===== config.mk =====
export PLATFORM = sky130hd
export DESIGN_NAME = fma_nan_sel
export DESIGN_NICKNAME = d
export VERILOG_FILES = /design/src/rtl/fma_nan_pkg.sv /design/src/rtl/fnan_classify.sv /design/src/rtl/fnan_priority.sv /design/src/rtl/fnan_shape.sv /design/src/rtl/fma_nan_sel.sv
export SDC_FILE = /design/constraint.sdc
export NUM_CORES = 1
export LEC_CHECK = 0
export ABC_AREA = 1
export BUFFER_PORTS_ARGS = -buffer_cell sky130_fd_sc_hd__buf_2
export CORE_MARGIN = 5
export CORE_UTILIZATION = 44
export DETAILED_ROUTE_END_ITERATION = 8
export GPL_TIMING_DRIVEN = 0
export MAX_ROUTING_LAYER = met4
export PLACE_DENSITY_LB_ADDON = 0.1
export RECOVER_POWER = 50
export SYNTH_ARGS = -nofsm -noshare
export SYNTH_HDL_FRONTEND = slang
export SYNTH_HIERARCHICAL = 1
export SYNTH_SLANG_ARGS = --single-unit
export TNS_END_PERCENT = 5

===== constraint.sdc =====
create_clock -name clk -period 0.8 [get_ports clk]
set_clock_uncertainty 0.2 [all_clocks]
set_input_delay 0.08 -clock clk [delete_from_list [all_inputs] [get_ports clk]]
set_output_delay 0.08 -clock clk [all_outputs]
set_load 0.01 [all_outputs]

===== src/rtl/fma_nan_pkg.sv =====
`timescale 1ns/1ps
package fma_nan_pkg;
    localparam int EXP_W  = 8;
    localparam int FRAC_W = 23;
    localparam int FP_W   = 1 + EXP_W + FRAC_W;
    localparam int POL_W  = 3;
    localparam int SEL_W  = 2;
    localparam int NOPS   = 3;

    localparam logic [SEL_W-1:0] SEL_A   = 2'd0;
    localparam logic [SEL_W-1:0] SEL_B   = 2'd1;
    localparam logic [SEL_W-1:0] SEL_C   = 2'd2;
    localparam logic [SEL_W-1:0] SEL_DEF = 2'd3;

    localparam logic [POL_W-1:0] POL_CAB_DEFQ = 3'd0;
    localparam logic [POL_W-1:0] POL_ABC_DEF  = 3'd1;
    localparam logic [POL_W-1:0] POL_CAB_C    = 3'd2;
    localparam logic [POL_W-1:0] POL_ACB_C    = 3'd3;
    localparam logic [POL_W-1:0] POL_ALW_DEF  = 3'd4;
    localparam logic [POL_W-1:0] POL_MODE_C   = 3'd5;

    typedef struct packed {
        logic [SEL_W-1:0] pick;
        logic [FP_W-1:0]  value;
        logic             invalid;
    } sel_out_t;
endpackage


===== src/rtl/fnan_classify.sv =====
`timescale 1ns/1ps
module fnan_classify #(
    parameter int EXP_W  = 8,
    parameter int FRAC_W = 23
) (
    input  logic [EXP_W+FRAC_W:0] operand,
    input  logic                  qbit_inv,
    output logic                  is_nan,
    output logic                  is_snan
);
    logic exp_ones;
    logic frac_nz;

    always_comb begin
        exp_ones = &operand[FRAC_W +: EXP_W];
        frac_nz  = |operand[FRAC_W-1:0];
        is_nan   = exp_ones && frac_nz;
        is_snan  = is_nan && (operand[FRAC_W-1] == qbit_inv);
    end
endmodule


===== src/rtl/fnan_priority.sv =====
`timescale 1ns/1ps
module fnan_priority
    import fma_nan_pkg::*;
#(
    parameter int N = 3
) (
    input  logic [POL_W-1:0] policy,
    input  logic             inf_zero,
    input  logic             first_nan,
    input  logic [N-1:0]     nan_v,
    input  logic [N-1:0]     snan_v,
    output logic [SEL_W-1:0] pick,
    output logic             iz_invalid
);
    logic na, nb, nc, sa, sb, sc, qa, qb, qc;

    always_comb begin
        na = nan_v[0];  nb = nan_v[1];  nc = nan_v[2];
        sa = snan_v[0]; sb = snan_v[1]; sc = snan_v[2];
        qa = na && !sa; qb = nb && !sb; qc = nc && !sc;
        pick       = SEL_C;
        iz_invalid = 1'b0;
        case (policy)
            POL_CAB_DEFQ, POL_CAB_C: begin
                if (inf_zero && (policy == POL_CAB_C || qc)) begin
                    pick       = (policy == POL_CAB_C) ? SEL_C : SEL_DEF;
                    iz_invalid = 1'b1;
                end else if (sc) pick = SEL_C;
                else if (sa)     pick = SEL_A;
                else if (sb)     pick = SEL_B;
                else if (qc)     pick = SEL_C;
                else if (qa)     pick = SEL_A;
                else             pick = SEL_B;
            end
            POL_ABC_DEF: begin
                if (inf_zero) begin
                    pick       = SEL_DEF;
                    iz_invalid = 1'b1;
                end else if (sa) pick = SEL_A;
                else if (sb)     pick = SEL_B;
                else if (sc)     pick = SEL_C;
                else if (qa)     pick = SEL_A;
                else if (qb)     pick = SEL_B;
                else             pick = SEL_C;
            end
            POL_ACB_C: begin
                if (inf_zero) begin
                    pick       = SEL_C;
                    iz_invalid = 1'b1;
                end else if (na) pick = SEL_A;
                else if (nc)     pick = SEL_C;
                else             pick = SEL_B;
            end
            POL_ALW_DEF: begin
                pick       = SEL_DEF;
                iz_invalid = inf_zero;
            end
            POL_MODE_C: begin
                if (inf_zero) begin
                    pick       = SEL_C;
                    iz_invalid = 1'b1;
                end else if (first_nan) begin
                    if (na)      pick = SEL_A;
                    else if (nb) pick = SEL_B;
                    else         pick = SEL_C;
                end else begin
                    if (nc)      pick = SEL_C;
                    else if (nb) pick = SEL_B;
                    else         pick = SEL_A;
                end
            end
            default: begin
                if (na)      pick = SEL_A;
                else if (nb) pick = SEL_B;
                else         pick = SEL_C;
            end
        endcase
    end
endmodule


===== src/rtl/fnan_shape.sv =====
`timescale 1ns/1ps
module fnan_shape
    import fma_nan_pkg::*;
#(
    parameter int EXP_W  = 8,
    parameter int FRAC_W = 23
) (
    input  logic [EXP_W+FRAC_W:0] chosen,
    input  logic                  chosen_snan,
    input  logic                  qbit_inv,
    input  logic                  use_default,
    output logic [EXP_W+FRAC_W:0] value
);
    localparam int W = 1 + EXP_W + FRAC_W;
    localparam logic [W-1:0] DEF_STD = {1'b0, {EXP_W{1'b1}}, 1'b1, {(FRAC_W-1){1'b0}}};
    localparam logic [W-1:0] DEF_INV = {1'b0, {EXP_W{1'b1}}, 1'b0, {(FRAC_W-1){1'b1}}};

    logic [W-1:0] quieted;

    always_comb begin
        quieted = chosen;
        if (chosen_snan) begin
            if (qbit_inv) begin
                quieted[FRAC_W-1] = 1'b0;
                quieted[FRAC_W-2] = 1'b1;
            end else begin
                quieted[FRAC_W-1] = 1'b1;
            end
        end
        if (use_default) value = qbit_inv ? DEF_INV : DEF_STD;
        else             value = quieted;
    end
endmodule


===== src/rtl/fma_nan_sel.sv =====
`timescale 1ns/1ps
module fma_nan_sel
    import fma_nan_pkg::*;
#(
    parameter int E_W = EXP_W,
    parameter int F_W = FRAC_W
) (
    input  logic               clk,
    input  logic               rst_n,
    input  logic [E_W+F_W:0]   op_a,
    input  logic [E_W+F_W:0]   op_b,
    input  logic [E_W+F_W:0]   op_c,
    input  logic               inf_zero,
    input  logic [POL_W-1:0]   policy,
    input  logic               qbit_inv,
    input  logic               first_nan,
    input  logic               dnan_en,
    output logic [SEL_W-1:0]   pick_q,
    output logic [E_W+F_W:0]   nan_out,
    output logic               invalid
);
    localparam int W = 1 + E_W + F_W;

    logic [W-1:0]     ops [NOPS];
    logic [NOPS-1:0]  nan_v;
    logic [NOPS-1:0]  snan_v;
    logic [SEL_W-1:0] pick_c;
    logic             iz_inv;
    logic [W-1:0]     chosen;
    logic             chosen_snan;
    logic [W-1:0]     value_c;
    sel_out_t         out_d, out_q;

    assign ops[0] = op_a;
    assign ops[1] = op_b;
    assign ops[2] = op_c;

    for (genvar i = 0; i < NOPS; i++) begin : g_cls
        fnan_classify #(.EXP_W(E_W), .FRAC_W(F_W)) u_cls (
            .operand (ops[i]),
            .qbit_inv(qbit_inv),
            .is_nan  (nan_v[i]),
            .is_snan (snan_v[i])
        );
    end

    fnan_priority #(.N(NOPS)) u_pri (
        .policy    (policy),
        .inf_zero  (inf_zero),
        .first_nan (first_nan),
        .nan_v     (nan_v),
        .snan_v    (snan_v),
        .pick      (pick_c),
        .iz_invalid(iz_inv)
    );

    always_comb begin
        chosen      = ops[0];
        chosen_snan = snan_v[0];
        if (pick_c == SEL_B) begin
            chosen      = ops[1];
            chosen_snan = snan_v[1];
        end else if (pick_c == SEL_C) begin
            chosen      = ops[2];
            chosen_snan = snan_v[2];
        end
    end

    fnan_shape #(.EXP_W(E_W), .FRAC_W(F_W)) u_shape (
        .chosen     (chosen),
        .chosen_snan(chosen_snan),
        .qbit_inv   (qbit_inv),
        .use_default(dnan_en || (pick_c == SEL_DEF)),
        .value      (value_c)
    );

    always_comb begin
        out_d         = out_q;
        out_d.pick    = pick_c;
        out_d.value   = value_c;
        out_d.invalid = iz_inv || (|snan_v);
    end

    always_ff @(posedge clk or negedge rst_n) begin
        if (!rst_n) out_q <= '0;
        else        out_q <= out_d;
    end

    assign pick_q  = out_q.pick;
    assign nan_out = out_q.value;
    assign invalid = out_q.invalid;
endmodule


# Yosys cells after proc, flatten, opt, wreduce, memory -nomap -nowiden
# Index checks and enable logic that the tools add are counted.
# word_totals
regBits	35
latch_bits	0
ramBits	0
romBits	0
inputBits	105
wordCells	75
memories	0
# classes
addsub	0
n_mul	0
div	0
order_cmp	0
eq_ne	11
n_shift	0
mux	35
bitwise	0
reduce_logical	26
# ops
cell	n
$mux 32	3
$reduce_or 23->1	3
$mux 2	20
$reduce_and 8->1	3
$mux 23	1
$logic_and 1x1->1	10
$pmux 2 s5	1
$mux 1	9
$eq 3x2->1 const B	2
$eq 3x3->1 const B	2
$reduce_or 3->1	2
$eq 2x2->1 const B	2
$eq 1x1->1	3
$eq 3x1->1 const B	1
$logic_not 1->1	3
$logic_not 3->1	1
$logic_or 1x1->1	3
$pmux 1 s3	1
$eq 2x1->1 const B	1
$reduce_or 2->1	1

# Depth between registers and ports, before layout
# depth
ltp_word	18
depth_mapped	23
ltp_nobuf	22

# By module
# The synthesis kept the hierarchy.
# modules_own_cells
module	n_inst	cells_each	area_per_inst_um2	seq_area_each_um2
fma_nan_sel	1	198	2132.0	875.8
fnan_classify	3	29	122.6	0.0
fnan_priority	1	71	316.6	0.0
fnan_shape	1	68	309.0	0.0

# Worst setup path after synthesis
# Ideal clock, no wire load.
# synth_path
path_type	input port to flip-flop
from	input port op_a[25]
to	register out_q, in the netlist nan_out[10]
arrival_time_ps	2026
required_time_ps	479
path_slack_ps	-1546
path_stages	20
path_cell_list	nand4_1 nor2_1 nand2_1 nor2_1 inv_1 nand2_1 nor2_1 o21ai_0 nand2_1 nand3_1 nand2_1 inv_1 buf_6 inv_8 buf_2 o21bai_1 inv_2 buf_6 nand2_1 nand2_1
# synth_rtl
element	line_no	source
start: declaration	fma_nan_sel.sv:10	input logic [E_W+F_W:0] op_a,
end signal: assignment	fma_nan_sel.sv:86	else out_q <= out_d;
end: declaration	fma_nan_sel.sv:32	sel_out_t out_d, out_q;

==> results.yml <==
grt:
  antenna_found_initial: 0
  maximum_number_of_pins_on_one_net_before_global_route_repair: 36
  grt_overflow: 0
  gr-usage-all-layers_pct: 23.47
  vias_in_the_first_global_route: 3466
  first_pass_grt_wire_length_mm: 16.05
yosys:
  total_standard_cell_area_after_synthesis_sq_um: 3125
  synth.avg_cell_area_sq_um: 7.371
  synth-warning-count: 6
  synth-seq-cells: 35
  postSynthCellCount: 424
  postSynthNetCount: 529
  yosys.cell_types.count: 26
  synth_seq_area_share_pct: 28.02
sta:
  final-max-slew-violation-count: 0
  fmax_mhz: 432.2
  timing.final.crit_period_ns: 2.314
  rsz0062_at_grt: "true"
  worst-slew-pin-transition_ns: 0.8002
  setup_slack_ns: -1.514
  maxSlewHeadroom_pct: 46.65
  timing.setup.tns_ns: -58.53
  period_share_pct: 289.2
  final-hold-violation-count: 66
  setup_viol_count_final: 70
  timing.hold.ws_ns: -0.3298
final_layout:
  filler_cell_count: 646
  antenna_diode_instance_count: 0
  instances_no_fill: 682
  synthToLayoutAreaGrowth_pct: 40.59
  mostFrequentLayoutCell: "sky130_fd_sc_hd__buf_2"
  finalNetCount: 690
  drive_above_1_share_pct: 51.71
  leading_cell_types_in_the_layout_fill_and_taps_excluded: "138 x sky130_fd_sc_hd__buf_2, 78 x sky130_fd_sc_hd__nand2_1, 76 x sky130_fd_sc_hd__nand3_1"
clocking:
  cts_tree: "yes"
  cts_made_buffers: 5
  h-tree-depth: 2
  clock_tree.buffer_depth: 2
  tritoncts_num_sinks: 35
  clock-root-buffer: "sky130_fd_sc_hd__clkbuf_8"
  path_clk_slew_ns: 0.08
power_and_ir_drop:
  worst_ir_drop_vdd_uv: 696.5
  cellLeakagePower_nw: 2.299
  total_power_of_the_final_layout_mw: 6.455
  power_density_normalized_to_cell_area_nw_per_um2: 1469
drt:
  avgViaCountPerCell: 5.136
  first_pass_iters: 5
  routed-via-count: 3503
  post-route-drc-count: 0
  postRouteAntennaNets: 0
  drtIter0Drc: 180
  totalWireLength_mm: 10.20
  route.detailed.wl_per_inst_um: 14.96
outcome:
  failing_checks: "negative hold slack, negative setup slack"
  outcome: "finished, violations left"
job:
  cap_violations: 0
setup_path:
  crit_path_start_kind: "input port"
  critical_path.max_fanout: 10
  worst-setup-path-type: "in -> reg"
  cp.arrival_ns: 2.29
  required_ns: 0.78
  end_kind: "flip-flop"
placement:
  gp_congestion: 0.8895
  post-dp-hpwl_mm: 7.655
  numPortBuffers: 139
  place_inst: 659
die:
  die_width_um: 94.28
  fp.dieArea_sq_um: 8889
  rows: 30
  top_level_ports: 140
  core-area_sq_um: 6869
  initial_core_util_pct: 45.50
  die_y_um: 94.28
worst_hold_path:
  worst_hold_path_type: "in -> async"
## logic make-up (layout without fill, tap and decap cells)
group / count (synthesis) / after routing / synth area share (%)
and+or+nand+nor: 319 / 319 / 56.77
xor gates and xnor gates: 3 / 3 / 0.8408
buffers and inverters: 54 / 216 / 11.85
AOI/OAI and AO/OA: 13 / 13 / 2.522
DFF: 35 / 35 / 28.02
## registers in the layout, summed over array words and instances, names as in the netlist
signal / cells
nan_out: 32
pick_q: 2
invalid: 1
## stage by stage
step           util, %  area (sq um)  setup slack [ns]
2_1_floorplan        -          3154            -1.325
3_3_place_gp     57.80          3970            -1.885
3_5_place_dp     57.80          3970            -1.898
4_1_cts          63.08          4333            -1.465
5_1_grt          63.97          4394            -1.652
6_report         63.97          4394            -1.514
## area by class of cell
| class | count | area, sq um | share of cell area (%) |
|---|---|---|---|
| Multi-Input combinational cell | 335 | 1993 | 45.36 |
| Sequential cell | 35 | 875.8 | 19.93 |
| Timing Repair Buffer | 154 | 873.3 | 19.87 |
| Buffer | 25 | 290.3 | 6.606 |
| Inverter | 29 | 128.9 | 2.933 |
| Tap cell | 96 | 120.1 | 2.733 |
| Clock buffer | 5 | 68.82 | 1.566 |
| Clock inverter | 3 | 43.79 | 0.9966 |
## routing by layer
| metal | GRT usage, % | part of all wire [%] | vias to the layer above |
|---|---|---|---|
| li1 | - | - | 1727 |
| met1 | 29.20 | 42 | 1615 |
| met2 | 38.89 | 49 | 140 |
| met3 | 4.006 | 7.9 | 21 |
| met4 | 7.341 | 1.7 | 0 |
| met5 | - | 0 | - |
## what timing repair did
action | CTS | global route
cloned | 3 | 0
setup endpoints to repair | 70 | 70
buffers inserted | 12 | 0
pin swaps | 23 | 2
hold endpoints to repair | 66 | 65
gates resized for setup | 44 | 20
## critical path, cell delays in order
cell	delay, ns
sky130_fd_sc_hd__buf_2	0.11
sky130_fd_sc_hd__nor2_1	0.12
sky130_fd_sc_hd__nand2_1	0.08
sky130_fd_sc_hd__nor2_2	0.13
sky130_fd_sc_hd__nand3_2	0.11
sky130_fd_sc_hd__nand2_2	0.11
sky130_fd_sc_hd__nor2_4	0.06
sky130_fd_sc_hd__inv_2	0.10
sky130_fd_sc_hd__nand3_1	0.09
sky130_fd_sc_hd__o21ai_2	0.09
sky130_fd_sc_hd__inv_1	0.06
sky130_fd_sc_hd__nand2_1	0.06
sky130_fd_sc_hd__nand2_1	0.06
sky130_fd_sc_hd__nand4_1	0.12
sky130_fd_sc_hd__buf_6	0.16
sky130_fd_sc_hd__inv_8	0.05
sky130_fd_sc_hd__buf_8	0.14
sky130_fd_sc_hd__o21bai_4	0.22
sky130_fd_sc_hd__inv_4	0.10
sky130_fd_sc_hd__buf_6	0.15
sky130_fd_sc_hd__nand2_1	0.05
sky130_fd_sc_hd__nand2_1	0.05
## where the power goes
group / leakage [nW] / total, mW / switching (mW) / internal (mW)
Sequential: 0.406 / 2.05 / 0.0546 / 1.99
Combinational: 1.83 / 2.78 / 1.54 / 1.24
Clock: 0.0581 / 1.63 / 0.700 / 0.928
## worst max path at each step
| stage | startpoint | to | slack [ns] | depth (start not counted) |
|---|---|---|---|---|
| after global placement | op_c[5] | nan_out[19]$_DFF_PN0_ | -1.89 | 22 |
| after detailed placement | op_c[5] | nan_out[19]$_DFF_PN0_ | -1.90 | 22 |
| after CTS | op_a[0] | nan_out[19]$_DFF_PN0_ | -1.47 | 22 |
| final | op_c[15] | nan_out[18]$_DFF_PN0_ | -1.51 | 22 |
| after global routing | op_a[21] | nan_out[14]$_DFF_PN0_ | -1.65 | 22 |
| after floorplan | op_c[15] | nan_out[10]$_DFF_PN0_ | -1.32 | 21 |
## synth_stat cells
library cell,count,area share [%]
sky130_fd_sc_hd__nor2_4,1,0.36
sky130_fd_sc_hd__o21ai_1,2,0.32
sky130_fd_sc_hd__inv_2,3,0.36
sky130_fd_sc_hd__xor2_1,3,0.84
sky130_fd_sc_hd__buf_6,5,1.8
sky130_fd_sc_hd__nor2_2,3,0.60
sky130_fd_sc_hd__inv_1,24,2.9
sky130_fd_sc_hd__dfrtp_1,35,28
sky130_fd_sc_hd__nand2_1,88,11
sky130_fd_sc_hd__a21oi_1,3,0.48
sky130_fd_sc_hd__buf_12,6,3.8
sky130_fd_sc_hd__or2_1,8,1.6
sky130_fd_sc_hd__nand3b_1,1,0.24
sky130_fd_sc_hd__buf_2,14,2.2
sky130_fd_sc_hd__nand2_8,2,1.3
sky130_fd_sc_hd__a21oi_2,1,0.28
sky130_fd_sc_hd__nand3_1,81,13
sky130_fd_sc_hd__o21bai_1,1,0.24
sky130_fd_sc_hd__o21ai_0,4,0.64
sky130_fd_sc_hd__nand2_2,4,0.80
sky130_fd_sc_hd__nor2_1,63,7.6
sky130_fd_sc_hd__o21ai_2,2,0.56
sky130_fd_sc_hd__inv_8,2,0.72
sky130_fd_sc_hd__nand3_2,60,19
sky130_fd_sc_hd__nand4_1,7,1.4
sky130_fd_sc_hd__nor3_1,1,0.16
No activity file was read; power rests on OpenSTA's default activity.
